[config.mk]
export PLATFORM = sky130hd
export DESIGN_NAME = bank_addr_unit
export DESIGN_NICKNAME = d
export VERILOG_FILES = /design/src/rtl/bank_addr_unit.sv
export SDC_FILE = /design/constraint.sdc
export NUM_CORES = 2
export LEC_CHECK = 0
export CORE_UTILIZATION = 38
export DETAILED_ROUTE_END_ITERATION = 10
export SYNTH_ARGS = -nofsm -noshare
export SYNTH_HDL_FRONTEND = slang
export SYNTH_SLANG_ARGS = --single-unit
[constraint.sdc]
create_clock -name clk -period 3.2 [get_ports clk]
set_input_delay 0.48 -clock clk [delete_from_list [all_inputs] [get_ports clk]]
set_output_delay 0.48 -clock clk [all_outputs]
set_load 0.05 [all_outputs]
[src/rtl/bank_addr_unit.sv]
module bank_addr_unit #(
  parameter int DW = 8
) (
  input  logic          clk,
  input  logic          rst_n,
  input  logic [DW-2:0] file_addr,
  input  logic          bank_sel,
  input  logic          wr_en,
  input  logic [DW-1:0] wr_data,
  output logic [DW-1:0] rd_data,
  output logic [2:0]    ext_sel,
  output logic          ext_we,
  input  logic [DW-1:0] ext_rd_data
);
  localparam int OW    = DW - 1;
  localparam int DEPTH = 1 << DW;
  localparam logic [OW-1:0] OFS_NULL = OW'(0);
  localparam logic [OW-1:0] OFS_PCL  = OW'(2);
  localparam logic [OW-1:0] OFS_STAT = OW'(3);
  localparam logic [OW-1:0] OFS_PTR  = OW'(4);
  localparam logic [OW-1:0] OFS_PCH  = OW'(10);

  logic [DW-1:0] ram [DEPTH];
  logic [DW-1:0] ptr_q;

  logic          indirect;
  logic [DW-1:0] eff;
  logic [OW-1:0] ofs;
  logic          hit_null, hit_ptr, hit_ram;

  assign indirect = (file_addr == OFS_NULL);
  assign eff      = indirect ? ptr_q : {bank_sel, file_addr};
  assign ofs      = eff[OW-1:0];

  assign hit_null = (ofs == OFS_NULL);
  assign hit_ptr  = (ofs == OFS_PTR);
  assign ext_sel  = {ofs == OFS_PCH, ofs == OFS_STAT, ofs == OFS_PCL};
  assign hit_ram  = !(hit_null || hit_ptr || (|ext_sel));
  assign ext_we   = wr_en && (|ext_sel);

  always_comb begin
    if (hit_null)      rd_data = '0;
    else if (hit_ptr)  rd_data = ptr_q;
    else if (|ext_sel) rd_data = ext_rd_data;
    else               rd_data = ram[eff];
  end

  always_ff @(posedge clk or negedge rst_n) begin
    if (!rst_n)                ptr_q <= '0;
    else if (wr_en && hit_ptr) ptr_q <= wr_data;
  end

  always_ff @(posedge clk) begin
    if (wr_en && hit_ram) ram[eff] <= wr_data;
  end
endmodule

==> metrics.yaml <==
outcome: "complete, but fails checks"
violations: "setup timing"
holdPathStages: 1
max-clock-path-buffers: 3
grt_pass1_vias: 52000
holdCritStartpoint: "wr_data[3]"
finalPower_uw: 58400
avgSynthCellArea_sq_um: 15.7
min_period_over_period_pct: 152
synth_top_cell_by_area: "edfxtp_1"
cts_tree: "built"
fin_area_sq_mm: 0.103
syn2layout_area_growth_pct: 28.6
die_h_um: 460
synth.area.top_cells: "edfxtp_1 77%, o22ai_1 5.3%, o21ai_0 2.6%"
antenna_left: 0
required_ps: 2720
clk_latency_ps: 850
hold_viol_final: 0
fin_ws_ps: -1660
combinationalPowerShare_pct: 7.7
rrSetupSlack_ps: -430
grt_pass1_wl_um: 380000
syn_area_sq_mm: 0.0798
grt_max_degree: 137
fmaxAchievable_mhz: 206
drive_above_1_share_pct: 28.2
die_area_sq_mm: 0.212
cp_max_fo: 9
critical_path_arrival_ps: 4380
numCtsBuffers: 201
fin_skew_ps: 53.4
final_cells: 8988
synth_edf_count: 2048
place_ws_ps: -2310
r2r_start: "ptr_q[0]$_DFFE_PN0P_"
core_area_sq_mm: 0.208
initial_core_util_pct: 38.4
first_pass_iters: 6
vias: 54800
p_per_area_mw_per_mm2: 569
io_pins: 39
hold_path_end: "ram[82][3]$_DFFE_PP_"
cap_violations: 0
cellInternalPower_uw: 45100
power.switching_uw: 13300
fillers: 17000
io_buffers: 38
grt_antenna_before_repair: 7
yosysMostFrequentCell: "edfxtp_1"
regArea_sq_mm: 0.0617
cts_root_buf: "clkbuf_16"
rows: 167
finalMaxSlewViolations: 0
drc: 0
p_sw_share_pct: 22.8
timing.slew.headroom_pct: 23.4
dp_hpwl_um: 169000
setup_viol: 1684
clockPowerShare_pct: 41.3
post_dp_cell_area_sq_mm: 0.0914
wl_um: 272000
worst_pin_slew_ps: 1150
gp_congestion: 0.931
yosys_most_used_dff: "edfxtp_1"
nets: 6058
clk_pin_slew_ps: 60
die_w_um: 460
reg2reg_depth: 15
yosysTopAreaCellShare_pct: 77.0
cts_sinks: 2056
hold_path.class: "in -> reg"
synth_seq_area_share_pct: 77.3
h-tree-depth: 4
grt_usage_pct: 24.8
async_flop_share_pct: 0.389
power_leakage_uw: 0.0336
grt_setup_unrepaired: "yes"
fin_util_pct: 49.4
place_inst: 8444
pwr-share-seq_pct: 51.0
worstSetupPathType: "reg -> out"
peakVddDrop_uv: 541
cp-start-kind: "flop"
ys_types: 64
synth_seq_cells: 2056
yosys_warnings: 0
synth.top_cells.by_count: "2048 x edfxtp_1, 674 x o22ai_1, 414 x o21ai_0"
end_kind: "primary output"
wire_per_inst_um: 30.2
period_needed_ps: 4860
multiInputGateArea_sq_mm: 0.0190
drtIter0Drc: 8135
timing.rr.end: "ram[45][7]$_DFFE_PP_"
grt_overflow: 0
viasPerCell: 6.10
synthCells: 5083
-- final cells by class --
cell class,instances,area share [%]
inverter,4,0.0146
tap,2788,3.40
sequential,2056,60.1
multi-input combinational,2716,18.5
timing repair buffer,1052,11.5
clock inverter,135,1.44
clock buffer,232,5.03
antenna,5,0.0122
-- layer usage --
layer / share of wire, % / global-route usage, % / vias to the layer above
met4: 4.3 / 10.3 / 2
met1: 39 / 34.1 / 27900
met5: 0.0048 / 0 / -
met2: 46 / 38.1 / 3496
li1: - / - / 22800
met3: 11 / 5.42 / 537
-- worst max-delay path, stage by stage (launching register included) --
cell and delay [ps]:
dfrtp_2 460, buf_6 140, nand2_4 60, or3_4 170, buf_12 130, buf_12 110, nand2_8 110, buf_4 210
a222oi_1 300, a21oi_1 120, nor4_1 520, o22ai_1 230, buf_4 200, o21ai_1 370, a31oi_4 190, buf_6 190
-- worst max-delay path by stage --
stage / start / endpoint / slack (ps) / cells past startpoint
after global placement: file_addr[3] / rd_data[6] / -2290 / 16
after global routing: ptr_q[0]$_DFFE_PN0P_ / rd_data[6] / -1760 / 17
after floorplan: file_addr[3] / rd_data[3] / -180 / 12
after detailed placement: file_addr[2] / rd_data[6] / -2310 / 15
after CTS: ptr_q[0]$_DFFE_PN0P_ / rd_data[1] / -1630 / 16
final: ptr_q[0]$_DFFE_PN0P_ / rd_data[6] / -1660 / 15
-- sequential cells by signal (all words and copies together) (netlist names) --
signal	cells
ptr_q	8
ram	2048
-- placed cells by master, fill, tap and decap left out, types with 11 or more instances in the layout --
cell	netlist	final
clkbuf_16	0	213
a2bb2oi_1	19	19
o221ai_1	234	225
buf_16	0	20
nand2_1	292	275
a21oi_1	108	96
buf_12	0	201
a41oi_2	0	30
a222oi_1	64	64
buf_6	13	72
buf_8	0	24
o21ai_2	1	27
o21ai_1	11	150
bufinv_16	0	25
clkbuf_1	141	30
clkinv_1	0	46
edfxtp_1	2048	2048
clkdlybuf4s50_1	0	11
mux2i_1	188	188
nor2_2	1	138
buf_4	20	687
o21ai_0	414	246
o22ai_1	674	663
nand4_1	17	17
a41oi_1	86	54
o21a_1	38	38
conb_1	1	80
nor2_1	341	127
nor2_4	0	77
clkinv_2	0	46
-- logic make-up after synthesis --
| family | count (synthesis) | synth area share, % |
|---|---|---|
| muxes | 197 | 2.48 |
| and+or+nand+nor | 734 | 3.82 |
| AOI/OAI and AO/OA | 1704 | 14.1 |
| DFF | 2056 | 77.3 |
| other | 1 | 0.00470 |
| buffers and inverters | 391 | 2.30 |
-- timing repair --
action,in CTS,in global routing
hold buffers,1,0
gates resized for setup,349,293
cloned,20,11
endpoints found under the setup margin,1980,1980
pin swaps,68,116
setup buffers,84,66
endpoints found under the hold margin,8,0
-- stage by stage --
| stage | hold WS (ps) | setup TNS, ps |
|---|---|---|
| floorplan | 184 | -45540 |
| global placement | 670 | -2558470 |
| detailed placement | 674 | -2650260 |
| CTS | 37.6 | -507940 |
| global route | 67.2 | -447580 |
| finish | 82.9 | -361460 |
-- power by group through the flow --
stage / clock (uW) / combinational [uW] / sequential, uW
6_report: 24100 / 4500 / 29800
5_1_grt: 25200 / 4630 / 29800
4_1_cts: 24200 / 4230 / 29800
3_5_place_dp: 0 / 3830 / 30400
3_3_place_gp: 0 / 3800 / 30400
2_1_floorplan: 0 / 1500 / 30400
Power figures use the tool's default switching activity.
